`src/rtl/clkRatioPkg.sv`:
```
package clkRatioPkg;
  typedef struct packed {
    logic selReset;
    logic loadCode;
    logic reloadCnt;
    logic decCnt;
  } cntStrobes_t;
endpackage

```
`src/rtl/clkRatioCtrl.sv`:
```
module clkRatioCtrl
  import clkRatioPkg::*;
(
  input  logic        rst,
  input  logic        wrEn,
  input  logic        cntZero,
  output cntStrobes_t strb
);
  always_comb begin
    strb.selReset  = rst;
    strb.loadCode  = rst | wrEn;
    strb.reloadCnt = rst | wrEn | cntZero;
    strb.decCnt    = ~(rst | wrEn | cntZero);
  end
endmodule

```
`src/rtl/clkRatioPath.sv`:
```
module clkRatioPath
  import clkRatioPkg::*;
#(
  parameter int CODE_W = 4,
  parameter int REG_W = 32,
  parameter logic [CODE_W-1:0] RESET_CODE = 1
) (
  input  logic              clk,
  input  logic              rst,
  input  cntStrobes_t       strb,
  input  logic [CODE_W-1:0] wrCode,
  output logic [REG_W-1:0]  rdData,
  output logic              cntZero,
  output logic              clkEn
);
  localparam int CNT_W = (1 << CODE_W) - 1;

  logic [CODE_W-1:0] code;
  logic [CODE_W-1:0] nextCode;
  logic [CNT_W-1:0]  count;
  logic [CNT_W-1:0]  reloadVal;
  logic [CNT_W-1:0]  limitVal;

  function automatic logic [CNT_W-1:0] ratioMinusOne(input logic [CODE_W-1:0] c);
    logic [CNT_W-1:0] v;
    v = '0;
    if (c != '0) v[c - 1'b1] = 1'b1;
    return v;
  endfunction

  always_comb begin
    if (strb.selReset)      nextCode = RESET_CODE;
    else if (strb.loadCode) nextCode = wrCode;
    else                    nextCode = code;
  end

  assign reloadVal = ratioMinusOne(nextCode);
  assign limitVal  = ratioMinusOne(code);

  always_ff @(posedge clk) begin
    if (strb.loadCode) code <= nextCode;
  end

  always_ff @(posedge clk) begin
    if (strb.reloadCnt)   count <= reloadVal;
    else if (strb.decCnt) count <= count - 1'b1;
  end

  assign cntZero = (count == '0);
  assign clkEn   = cntZero;
  assign rdData  = {{(REG_W-CODE_W){1'b0}}, code};

  // reset restores divide-by-2 code and its reload
  assert_reset_restore_R8: assert property (@(posedge clk)
    rst |=> (code == RESET_CODE) && (count == ratioMinusOne(RESET_CODE)))
    else $error("reset did not restore code");

  // written code appears on readback
  assert_write_load_R1: assert property (@(posedge clk) disable iff (rst)
    strb.loadCode |=> rdData[CODE_W-1:0] == $past(wrCode))
    else $error("write not stored");

  // counter never exceeds the period of the current code
  assert_count_bound_R4: assert property (@(posedge clk) disable iff (rst)
    count <= limitVal)
    else $error("count above reload");

  // pulse is one cycle wide for ratios above one
  assert_pulse_single_R4: assert property (@(posedge clk) disable iff (rst)
    (clkEn && code != '0 && !strb.loadCode) |=> !clkEn)
    else $error("pulse wider than one cycle");

  // steady countdown between pulses
  assert_count_step_R4: assert property (@(posedge clk) disable iff (rst)
    (!strb.loadCode && !cntZero) |=> count == $past(count) - 1'b1)
    else $error("count did not step");

  // code zero keeps the enable high
  assert_pass_through_R3: assert property (@(posedge clk) disable iff (rst)
    (code == '0 && !strb.loadCode) |=> clkEn)
    else $error("pass-through lost");
endmodule

```
`src/rtl/clkRatioDivider.sv`:
```
module clkRatioDivider
  import clkRatioPkg::*;
#(
  parameter int CODE_W = 4,
  parameter int REG_W = 32
) (
  input  logic             clk,
  input  logic             rst,
  input  logic             wrEn,
  input  logic [REG_W-1:0] wrData,
  output logic [REG_W-1:0] rdData,
  output logic             clkEn
);
  cntStrobes_t strb;
  logic        cntZero;

  clkRatioCtrl uCtrl (
    .rst     (rst),
    .wrEn    (wrEn),
    .cntZero (cntZero),
    .strb    (strb)
  );

  clkRatioPath #(
    .CODE_W     (CODE_W),
    .REG_W      (REG_W),
    .RESET_CODE (CODE_W'(1))
  ) uPath (
    .clk     (clk),
    .rst     (rst),
    .strb    (strb),
    .wrCode  (wrData[CODE_W-1:0]),
    .rdData  (rdData),
    .cntZero (cntZero),
    .clkEn   (clkEn)
  );
endmodule

```
`config.mk`:
```
export PLATFORM = sky130hd
export DESIGN_NAME = clkRatioDivider
export DESIGN_NICKNAME = d
export VERILOG_FILES = /design/src/rtl/clkRatioPkg.sv /design/src/rtl/clkRatioCtrl.sv /design/src/rtl/clkRatioPath.sv /design/src/rtl/clkRatioDivider.sv
export SDC_FILE = /design/constraint.sdc
export NUM_CORES = 1
export LEC_CHECK = 0
export BUFFER_PORTS_ARGS = -buffer_cell sky130_fd_sc_hd__clkbuf_2
export CAP_MARGIN = 0
export CORE_MARGIN = 4
export CORE_UTILIZATION = 40
export CTS_CLUSTER_SIZE = 20
export DETAILED_ROUTE_END_ITERATION = 8
export PLACE_DENSITY_LB_ADDON = 0.25
export SLEW_MARGIN = 40
export SYNTH_ARGS = -nofsm -noshare
export SYNTH_HDL_FRONTEND = slang
export SYNTH_HIERARCHICAL = 1
export SYNTH_SLANG_ARGS = --single-unit
```
`constraint.sdc`:
```
create_clock -name clk -period 2.8 [get_ports clk]
set_input_delay 0.42 -clock clk [delete_from_list [all_inputs] [get_ports clk]]
set_output_delay 0.42 -clock clk [all_outputs]
set_load 0.1 [all_outputs]
```
==> results of run 1 <==
## registers in the layout, indices dropped and copies added, names as in the netlist
signal / cells
uPath/count: 15
uPath/code: 4
## metal layers
layer | GRT usage (%) | vias up | wire [um]
li1 | - | 493 | -
met4 | 8.933 | 0 | 59
met3 | 1.478 | 4 | 166
met2 | 21.78 | 35 | 1351
met1 | 17.56 | 482 | 1230
met5 | 0 | - | 0
## where the power goes
part           internal [uW]  switching, uW
sequential               355           29.8
clock                   53.4           92.8
combinational            128            331
## cell usage after synthesis, types with 2 or more instances
master / count
sky130_fd_sc_hd__buf_4: 31
sky130_fd_sc_hd__mux2i_1: 4
sky130_fd_sc_hd__nand3_1: 3
sky130_fd_sc_hd__inv_1: 5
sky130_fd_sc_hd__nand4_1: 2
sky130_fd_sc_hd__nor3b_1: 4
sky130_fd_sc_hd__a21oi_1: 3
sky130_fd_sc_hd__nor4_1: 2
sky130_fd_sc_hd__or2_2: 3
sky130_fd_sc_hd__o32ai_1: 6
sky130_fd_sc_hd__nor2_1: 4
sky130_fd_sc_hd__o22ai_1: 4
sky130_fd_sc_hd__xnor2_1: 12
sky130_fd_sc_hd__clkbuf_1: 3
sky130_fd_sc_hd__nor4_4: 2
sky130_fd_sc_hd__or4_4: 2
sky130_fd_sc_hd__or3_1: 5
sky130_fd_sc_hd__edfxtp_1: 19
sky130_fd_sc_hd__nor3_1: 5
## critical path, stage by stage, from the launching register on
cell and delay, ns:
sky130_fd_sc_hd__edfxtp_1 0.42, sky130_fd_sc_hd__inv_2 0.09, sky130_fd_sc_hd__ha_4 0.13, sky130_fd_sc_hd__or4b_4 0.50, sky130_fd_sc_hd__nor4_4 0.30, sky130_fd_sc_hd__nor2b_4 0.21, sky130_fd_sc_hd__or3_4 0.15, sky130_fd_sc_hd__inv_4 0.03
sky130_fd_sc_hd__or4_4 0.55, sky130_fd_sc_hd__o32ai_2 0.26
## repair_timing
| action | in CTS | in global routing |
|---|---|---|
| hold buffers | 0 | 0 |
| resized for setup | 0 | 5 |
| buffers inserted | 0 | 9 |
| endpoints found under the setup margin | 0 | 5 |
| hold endpoints to repair | 0 | 0 |
## path summary, 6_finish.rpt
check | start | end | slack (ns) | cells past startpoint
setup reg to reg | uPath/count[1]$_DFFE_PP_ | uPath/count[9]$_DFFE_PP_ | -0.005 | 9
hold / removal | rst | uPath/code[1]$_DFFE_PP_ | 0.61 | 2
setup / recovery | uPath/count[1]$_DFFE_PP_ | uPath/count[9]$_DFFE_PP_ | -0.005 | 9
hold reg to reg | uPath/count[10]$_DFFE_PP_ | uPath/count[10]$_DFFE_PP_ | 0.73 | 2
## logic make-up (layout without fill, tap and decap cells)
kind of cell | Yosys count | after routing | synth area share [%]
and+or+nand+nor | 40 | 40 | 20.45
AOI/OAI and AO/OA | 20 | 20 | 10.31
other | 1 | 28 | 0.2575
buffers and inverters | 40 | 32 | 18.38
xor gates and xnor gates | 13 | 13 | 7.818
muxes | 4 | 4 | 2.749
adders and majority gates | 1 | 1 | 0.8590
DFF | 19 | 19 | 39.18
## stage by stage
stage | worst slack (ns) | util (%) | power, uW | hold slack, ns | setup TNS [ns]
CTS | 0.06226 | 44.10 | 965.5 | 0.6003 | 0
global route | -0.08319 | 46.56 | 1041 | 0.6301 | -0.2170
floorplan | -0.2065 | - | 803.3 | 0.5698 | -2.255
finish | -0.004988 | 46.56 | 989.4 | 0.6078 | -0.004988
global placement | 0.1260 | 43.30 | 814.9 | 0.5926 | 0
detailed placement | 0.09901 | 43.30 | 819.3 | 0.6037 | 0
## cell type report
cell class	instances	area, um2	share of cell area (%)
clock buffer	3	22.52	1.416
clock inverter	1	5.005	0.3147
inverter	5	21.27	1.338
multi-input combinational	106	762.0	47.91
sequential	19	570.5	35.88
tap	46	57.56	3.619
timing repair buffer	23	151.4	9.520
==> summary by stage, run 1 <==
Finish
The number of antenna diodes in the final layout is 0. The number of filler cells placed in the layout is 352. In the layout the commonest cells are sky130_fd_sc_hd__conb_1 (28), sky130_fd_sc_hd__edfxtp_1 (19), sky130_fd_sc_hd__buf_4 (12), sky130_fd_sc_hd__xnor2_1 (12), sky130_fd_sc_hd__clkbuf_2 (10). The share of post-route cells with drive strength above 1 is 30.57%. After routing the design area is 0.001590 mm2. The final net count is 194.

Relative to the synthesized area, the layout overhead comes to 9.193%. After the flow finishes, the layout carries non-filler instances totaling 203. The library cell used most frequently in the layout, excluding fill and tap cells, is sky130_fd_sc_hd__conb_1.

STA
Setup repair after global routing could not meet its margin everywhere. The final number of hold-violating endpoints was 0. The normalized max-slew margin is 63.50%.

The minimum setup slack in the final design is -0.004988 ns. The final number of max-transition violations is 0. The minimum clock period after layout is 2.805 ns.

Setup violations remaining at the end of the flow were counted as 1. The final period utilization is 100.2%. Derived from the worst setup path, the maximum achievable clock frequency is 356.5 MHz. The post-route clock skew is 0.01067 ns.

For the pin with the worst max-slew slack, the measured transition is 0.5498 ns.

Synthesis
The sequential fraction of the synthesis area is 39.18%. The number of flip-flops and latches in the synthesized netlist is 19. Synthesis produced a netlist whose cell count is 138. The synthesized design contains 19 enable-type register cells. After synthesis, the netlist uses 38 different library cells.

sky130_fd_sc_hd__edfxtp_1 takes more of the synthesized area than any other cell. The cell area after synthesis is 0.001456 mm2. The share of synthesized flip-flops with an asynchronous set or reset is 0%. The predominant post-synthesis flop cell is sky130_fd_sc_hd__edfxtp_1.

A synthesized cell averages 10.55 um2. The count of yosys warnings during synthesis is 6. Of the post-synthesis cell area, the dominant cell type holds 39.18%. By area the synthesized netlist is led by sky130_fd_sc_hd__edfxtp_1 (39%), sky130_fd_sc_hd__buf_4 (16%), sky130_fd_sc_hd__xnor2_1 (7.2%), sky130_fd_sc_hd__o32ai_1 (3.6%), sky130_fd_sc_hd__nor4_4 (2.9%).

Routing
The antenna violation net count after detailed routing is 0. The routed wire length is 2807 um. In this run, the number of DRC markers left after iteration 0 of detailed routing was 24. In the final routed layout, each cell accounts on average for 13.83 um. The first detailed-routing pass took 4 iterations.

The number of remaining DRC errors is 0. Dividing the detail-routed via count by the number of cells gives 4.995. The routed layout has 1014 vias.

Floorplan
The initial standard-cell utilization of the core is 42.64%. The horizontal die dimension is 68.34 um. 68 I/O pins were placed. The die covers 0.004670 mm2.

The floorplan has 21 rows. The core region is 0.003416 mm2. The height of the die is 68.34 um.

Global routing
The via count of the first global-routing pass was 948. The initial antenna violation count is 0. Entering global routing, the biggest net connects 17 pins. For this run the aggregate overflow at the end of global routing stands at 0.

The first global-routing pass estimated 4595 um of wire. The aggregate global-route resource usage is 13.72%.

Critical path
Along the worst path, the maximum fanout reaches 4. The kind of capture point of the worst setup path is a register. At the worst endpoint, the arrival time is 2.95 ns. The category of the worst setup path launch point is a register. The class of the most critical setup path is reg2reg. The data required time of the critical path is 2.94 ns.

Clocking
The clock-pin slew on the worst setup and hold paths is 0.12 ns. Clock tree synthesis selected as its root buffer the cell sky130_fd_sc_hd__clkbuf_4. The CTS sink count is 19.

The clock network latency to the later pin of the worst-skew pair is 0.31 ns. In this run the number of H-tree levels came out at 1. The CTS tree is yes.

In this run the deepest clock path goes through 2 buffers. The number of clock buffers added by TritonCTS is 3.

Pwr
IR analysis of the VDD net gives a maximum drop of 0.2919 mV. The analysis attributes to cell leakage a power of 0.0006333 uW. Power spread over the standard cell area amounts to 622.2 mW/mm2.

Job
The number of max-cap violations is 0.

Placement
At the end of routability-driven placement, the weighted congestion stood at 0.7244. Counting tap cells, the placed design contains a total of 190 instances. After legalization and detailed placement, the total HPWL measured 2092 um. The placed instances occupy a cell area of 0.001479 mm2. The count of buffers inserted at the top-level ports is 11.

Outcome
The flow ran to the end, but the final reports show violations. The final reports fail on setup timing.

Hold path
The path category of the worst min-delay check is in2reg.
No activity file was read; power rests on OpenSTA's default activity.
==> inputs of run 2 (changes only) <==
- CORE_ASPECT_RATIO: not set -> 1.5
- CTS_BUF_LIST: not set -> sky130_fd_sc_hd__clkbuf_8 sky130_fd_sc_hd__clkbuf_16
==> run 2 against run 1 <==
  * Clock skew decreased by 0.0080 ns
  * Global-route usage is 0.13 points higher
  * Fmax grew 2.4%
  * Final area decreased by 2.0%
  * Combinational power shrank 3%
  * The flow now finishes without violations
  * Count of clock-buffer cells in the layout unchanged
  * Die area rose by 0.42%
  * Power grew 3.9%
  * Setup slack better by 0.065 ns
  * Highest routed layer unchanged
  * Sequential share of layout area up 0.72 points
  * Via count up 1.7%
  * Clock power is 34% higher
==> summary by stage, run 2 (synthesis gave the netlist of run 1 again) <==
Outcome
Run status: completed (was finished, violations left).

Finish
The share of the core filled with cells in the final layout is 45.21% (was 46.56%). The layout overhead on the synthesized area is 7.045% (was 9.193%). The final standard cell count with taps included and fillers excluded was 194 (was 203). The leading cell type in the layout, fill and taps excluded is sky130_fd_sc_hd__conb_1 (unchanged). The flip-flop count of the largest register after layout came to 15 (unchanged). The final net count is 189 (was 194). The number of antenna repair diodes is 0 (unchanged). Top Registers: uPath/count x15, uPath/code x4 (unchanged). The area of all placed cells without fillers was 0.001559 mm2 (was 0.001590 mm2). The share of post-route cells with drive strength above 1 came to 26.32% (was 30.57%). Commonest cells after routing, fill and taps aside: sky130_fd_sc_hd__conb_1 (28), sky130_fd_sc_hd__edfxtp_1 (19), sky130_fd_sc_hd__xnor2_1 (12) (was sky130_fd_sc_hd__conb_1 (28), sky130_fd_sc_hd__edfxtp_1 (19), sky130_fd_sc_hd__buf_4 (12), sky130_fd_sc_hd__xnor2_1 (12), sky130_fd_sc_hd__clkbuf_2 (10)). The number of filler cells placed in the layout is 339 (was 352). The largest register by flop count was uPath/count (unchanged).

Critical path
The delay contributed by the slowest stage of the critical path is 0.50 ns (was 0.55 ns). The kind of capture point of the worst setup path was a register (unchanged). The data arrival time of the critical path is 2.83 ns (was 2.95 ns).

The data required time of the critical path came to 2.89 ns (was 2.94 ns). The class of the most critical setup path is reg2reg (unchanged). The slowest stage cell on the critical path is sky130_fd_sc_hd__or4b_4 (was sky130_fd_sc_hd__or4_4).

The slack of the worst reg-to-reg path is 0.06 ns (was -0.005 ns). Worst path cell trace: inv_1 -> ha_4 -> or4b_4 -> nor4_4 -> nor2b_4 -> or3_4 -> inv_2 -> or4_4 -> o32ai_2 (was inv_2 -> ha_4 -> or4b_4 -> nor4_4 -> nor2b_4 -> or3_4 -> inv_4 -> or4_4 -> o32ai_2). The biggest fanout along the worst timing path came to 4 (unchanged). The category of the worst setup path launch point is a register (unchanged). The cell depth of the worst flop-to-flop path was 9 (unchanged).

Pwr
The static leakage is 0.0006183 uW (was 0.0006333 uW). The worst-case vdd ir drop is 0.2825 mV (was 0.2919 mV). The total chip power is 1028 uW (was 989.4 uW).

The total power density per cell area was 659.5 mW/mm2 (was 622.2 mW/mm2).

Placement
The cell area reported after detailed placement is 0.001481 mm2 (was 0.001479 mm2). The total placed cells including tap cells was 187 (was 190). The count of buffers inserted at the top-level ports is 11 (unchanged). The weighted congestion reported at the end of routability-driven placement came to 0.8476 (was 0.7244).

The placed wire-length estimate is 2354 um (was 2092 um).

Clocking
The number of clock buffers inserted by TritonCTS was 3 (unchanged). The maximum number of buffers from clock root to sink is 2 (unchanged). The root cell of the clock tree is sky130_fd_sc_hd__clkbuf_8 (was sky130_fd_sc_hd__clkbuf_4). The CTS tree is yes (unchanged).

The clock-pin slew on the worst setup and hold paths was 0.07 ns (was 0.12 ns). The CTS sink count is 19 (unchanged). The number of levels in the clock H-tree is 1 (unchanged). The clock network latency to the later pin of the worst-skew pair is 0.26 ns (was 0.31 ns).

The count of hold-fix buffers inserted at cts is 0 (unchanged).

Hold path
The path category of the worst min-delay check is in2reg (unchanged). The number of instances on the worst hold path is 3 (was 2).

Global routing
The total congestion overflow after global routing is 0 (unchanged). The global-route wire length before repair was 4954 um (was 4595 um). The largest net degree at the start of global routing is 18 (was 17). The via count of the first global-routing pass is 1045 (was 948). The aggregate global-route resource usage is 13.85% (was 13.72%). The initial antenna violation count was 0 (unchanged).

STA
The final number of hold-violating endpoints is 0 (unchanged). The transition time at the pin with the least slew margin is 0.5501 ns (was 0.5498 ns). The achievable clock frequency is 365.0 MHz (was 356.5 MHz). The final period utilization is 97.86% (was 100.2%). The normalized max-slew margin came to 63.49% (was 63.50%). The final number of max-transition violations is 0 (unchanged). The setup violation total in the final timing report is 0 (was 1). The minimum clock period after layout came to 2.740 ns (was 2.805 ns). The post-route clock skew is 0.002647 ns (was 0.01067 ns).

Floorplan
The number of placement rows is 26 (was 21). The total I/O pin count was 68 (unchanged). The overall die area was 0.004690 mm2 (was 0.004670 mm2). The floorplan core area is 0.003448 mm2 (was 0.003416 mm2). The horizontal die dimension came to 57.27 um (was 68.34 um). The height of the die is 81.90 um (was 68.34 um). The initial standard-cell utilization of the core is 42.24% (was 42.64%).

Routing
The antenna violation net count after detailed routing is 0 (unchanged). The routed wire length was 3062 um (was 2807 um). The number of iterations in the first detailed-routing pass was 4 (unchanged).

The average vias per placed instance is 5.314 (was 4.995). The routed length per placed instance was 15.78 um (was 13.83 um). The number of remaining DRC errors is 0 (unchanged). The DRC violation total after the first TritonRoute iteration is 31 (was 24). The via count is 1031 (was 1014).

Job
The number of max-cap violations was 0 (unchanged).
-- run 2: cell count changes in the layout (fill, tap and decap cells not counted), moves of 3 or more --
| cell | delta |
|---|---|
| sky130_fd_sc_hd__clkbuf_8 | +3 |
| sky130_fd_sc_hd__inv_1 | +3 |
| sky130_fd_sc_hd__buf_4 | -4 |
| sky130_fd_sc_hd__clkbuf_4 | -3 |
-- run 2: repair_timing --
item                       in CTS  in global routing
resized for setup               0                  1
buffers inserted                0                  3
setup endpoints to repair       0                  2
-- run 2: layout make-up --
| cell class | count | area [um2] | share of cell area (%) |
|---|---|---|---|
| Clock buffer | 3 | 41.29 | 2.648 |
| Clock inverter | 1 | 3.754 | 0.2408 |
| Inverter | 5 | 18.77 | 1.204 |
| Multi-Input combinational cell | 106 | 762.0 | 48.88 |
| Timing Repair Buffer | 18 | 110.1 | 7.063 |
| Tap cell | 42 | 52.55 | 3.371 |
| Sequential cell | 19 | 570.5 | 36.60 |
-- run 2: worst paths after layout --
kind                              from                   endpoint
max           uPath/count[0]$_DFFE_PP_   uPath/count[1]$_DFFE_PP_
min                          wrData[1]    uPath/code[1]$_DFFE_PP_
max reg2reg   uPath/count[0]$_DFFE_PP_   uPath/count[1]$_DFFE_PP_
min reg2reg  uPath/count[10]$_DFFE_PP_  uPath/count[10]$_DFFE_PP_
-- run 2: per-stage QoR --
step | setup WS (ns) | setup TNS [ns] | hold WS (ns)
global route | -0.007778 | -0.007778 | 0.6955
detailed placement | 0.07281 | 0 | 0.6435
CTS | 0.05160 | 0 | 0.6241
floorplan | -0.2065 | -2.255 | 0.5698
finish | 0.05996 | 0 | 0.6385
global placement | 0.1362 | 0 | 0.5973
-- run 2: report_power, final --
part	leakage (uW)	total (uW)	internal, uW	switching [uW]
sequential	0.000210	387	356	31.7
clock	0.0000269	196	97.8	98.6
combinational	0.000382	445	116	329
total	0.000618	1030	569	459
-- run 2: worst max-delay path, delay by kind of cell, from the launching register on --
| kind | cells | cell delay (ns) |
|---|---|---|
| compound gates | 1 | 0.21 |
| fa+ha+maj | 1 | 0.14 |
| buf+inv | 2 | 0.16 |
| flops | 1 | 0.42 |
| simple gates | 5 | 1.64 |
-- run 2: metal layers --
layer,wire [um],up-vias,global-route usage (%)
li1,-,477,-
met1,1132,501,15.04
met2,1638,42,24.60
met3,161,11,2.201
met4,130,0,9.049
met5,0,-,0
==> inputs of run 3 (changes only) <==
- RECOVER_POWER: not set -> 100
==> run 3 against run 2 <==
  * Fmax barely moved
  * Hold slack improved by 0.0018 ns
  * Largest cell class unchanged
  * First-iteration DRC count rose by 16%
  * Die area did not move
  * Final area fell by 0.80%
  * Routed wire length rose by 0.39%
  * Flip-flop and latch count did not move
  * Via count fell by 0.78%
==> summary by stage, run 3 (synthesis gave the netlist of run 1 again) <==
Outcome
Run status: completed (unchanged).

Pwr
The static leakage is 0.0006017 uW (was 0.0006183 uW). The total power density per cell area is 663.1 mW/mm2 (was 659.5 mW/mm2). The worst-case vdd ir drop is 0.2809 mV (was 0.2825 mV). The total chip power is 1026 uW (was 1028 uW).

STA
The post-route clock skew is 0.002749 ns (was 0.002647 ns). The transition time at the pin with the least slew margin is 1.186 ns (was 0.5501 ns). The final period utilization is 97.91% (was 97.86%).

The setup violation total in the final timing report is 0 (unchanged). The worst hold margin was 0.6403 ns (was 0.6385 ns). The final total negative setup slack was 0 ns (unchanged). The normalized max-slew margin is 21.29% (was 63.49%).

The final number of max-transition violations is 0 (unchanged). The achievable clock frequency was 364.7 MHz (was 365.0 MHz). The final number of hold-violating endpoints came to 0 (unchanged). The minimum clock period after layout was 2.742 ns (was 2.740 ns).

Routing
The via count is 1023 (was 1031). The antenna violation net count after detailed routing is 0 (unchanged). The DRC violation total after the first TritonRoute iteration was 36 (was 31). The routed wire length came to 3074 um (was 3062 um). The number of iterations in the first detailed-routing pass is 4 (unchanged). The average vias per placed instance was 5.273 (was 5.314).

The routed length per placed instance is 15.85 um (was 15.78 um). The number of remaining DRC errors was 0 (unchanged).

Floorplan
The total I/O pin count is 68 (unchanged). The horizontal die dimension is 57.27 um (unchanged). The number of placement rows is 26 (unchanged). The height of the die is 81.90 um (unchanged). The initial standard-cell utilization of the core was 42.24% (unchanged). The overall die area was 0.004690 mm2 (unchanged). The floorplan core area was 0.003448 mm2 (unchanged).

Critical path
The category of the worst setup path launch point was a register (unchanged). The kind of capture point of the worst setup path is a register (unchanged). The startpoint of the lowest-slack register-to-register path is uPath/count[0]$_DFFE_PP_ (unchanged). The timing startpoint of the critical path is uPath/count[0]$_DFFE_PP_ (unchanged).

The slack of the worst reg-to-reg path is 0.06 ns (about the same). The data required time of the critical path came to 2.89 ns (about the same). The class of the most critical setup path is reg2reg (unchanged). The biggest fanout along the worst timing path was 4 (unchanged). The data arrival time of the critical path is 2.83 ns (about the same).

Clocking
The number of levels in the clock H-tree is 1 (unchanged). The CTS tree is yes (unchanged). The maximum number of buffers from clock root to sink was 2 (unchanged). The clock-pin slew on the worst setup and hold paths came to 0.07 ns (about the same).

The number of clock buffers inserted by TritonCTS came to 3 (unchanged). The root cell of the clock tree is sky130_fd_sc_hd__clkbuf_8 (unchanged). The count of hold-fix buffers inserted at cts was 0 (unchanged). The clock network latency to the later pin of the worst-skew pair is 0.26 ns (about the same). The CTS sink count is 19 (unchanged).

Placement
The cell area reported after detailed placement is 0.001481 mm2 (unchanged). The placed wire-length estimate is 2354 um (unchanged). The weighted congestion reported at the end of routability-driven placement was 0.8476 (unchanged). The total placed cells including tap cells was 187 (unchanged). The count of buffers inserted at the top-level ports came to 11 (unchanged).

Finish
The area of all placed cells without fillers is 0.001546 mm2 (was 0.001559 mm2). The number of antenna repair diodes is 0 (unchanged). Top Registers: uPath/count x15, uPath/code x4 (unchanged).

The layout overhead on the synthesized area came to 6.185% (was 7.045%). The final standard cell count with taps included and fillers excluded is 194 (unchanged). The share of post-route cells with drive strength above 1 came to 22.37% (was 26.32%). The flip-flop count of the largest register after layout is 15 (unchanged). Commonest cells after routing, fill and taps aside: sky130_fd_sc_hd__conb_1 (28), sky130_fd_sc_hd__edfxtp_1 (19), sky130_fd_sc_hd__xnor2_1 (12) (unchanged).

The largest register by flop count is uPath/count (unchanged). The leading cell type in the layout, fill and taps excluded is sky130_fd_sc_hd__conb_1 (unchanged). The final net count is 189 (unchanged).

Global routing
The largest net degree at the start of global routing came to 18 (unchanged). The global-route wire length before repair was 4954 um (unchanged). The aggregate global-route resource usage is 13.85% (unchanged).

The via count of the first global-routing pass is 1045 (unchanged). The total congestion overflow after global routing came to 0 (unchanged). The initial antenna violation count was 0 (unchanged).

Hold path
The beginning of the worst hold path is wrData[1] (unchanged). The path category of the worst min-delay check is in2reg (unchanged).

Job
The number of max-cap violations is 0 (unchanged).
==> run 3: cell counts in the layout (fill, tap and decap cells not counted) <==
Identical to the previous run, type by type.
==> run 3: cell type report <==
cell class	count	area, um2
fill	342	1902
clock inverter	1	3.754
inverter	5	18.77
tap	42	52.55
multi-input combinational	106	755.7
timing repair buffer	18	103.9
sequential	19	570.5
clock buffer	3	41.29
==> run 3: power by group <==
group | switching (uW) | total, uW | internal (uW)
sequential | 31.6 | 387 | 356
clock | 98.4 | 196 | 97.8
combinational | 328 | 442 | 114
total | 458 | 1030 | 567
==> run 3: final timing paths <==
kind                               endpoint  cells past startpoint
setup reg to reg   uPath/count[1]$_DFFE_PP_                      9
hold / removal      uPath/code[1]$_DFFE_PP_                      3
setup / recovery   uPath/count[1]$_DFFE_PP_                      9
hold reg to reg   uPath/count[10]$_DFFE_PP_                      2
==> run 3: critical path, cell delays in order, from the launching register on <==
cell,delay [ns]
sky130_fd_sc_hd__edfxtp_1,0.42
sky130_fd_sc_hd__inv_1,0.11
sky130_fd_sc_hd__ha_4,0.14
sky130_fd_sc_hd__or4b_4,0.50
sky130_fd_sc_hd__nor4_4,0.30
sky130_fd_sc_hd__nor2b_4,0.22
sky130_fd_sc_hd__or3_4,0.15
sky130_fd_sc_hd__inv_2,0.05
sky130_fd_sc_hd__or4_4,0.47
sky130_fd_sc_hd__o32ai_2,0.21
==> run 3: through the flow <==
stage	setup WS [ns]	util (%)
4_1_cts	0.05160	44.27
6_report	0.05838	44.85
5_1_grt	-0.009847	44.85
3_3_place_gp	0.1362	42.96
2_1_floorplan	-0.2065	-
3_5_place_dp	0.07281	42.96
==> run 3: layer usage <==
layer | share of wire (%) | vias to the layer above | track usage (%)
met5 | 0 | - | 0
met4 | 4.2 | 0 | 9.049
met3 | 5.9 | 11 | 2.201
met2 | 53 | 44 | 24.60
met1 | 37 | 491 | 15.04
li1 | - | 477 | -
==> run 3: repair_timing <==
item,in CTS,in global routing
setup endpoints to repair,0,2
hold endpoints to repair,0,0
buffers inserted,0,3
resized for setup,0,1
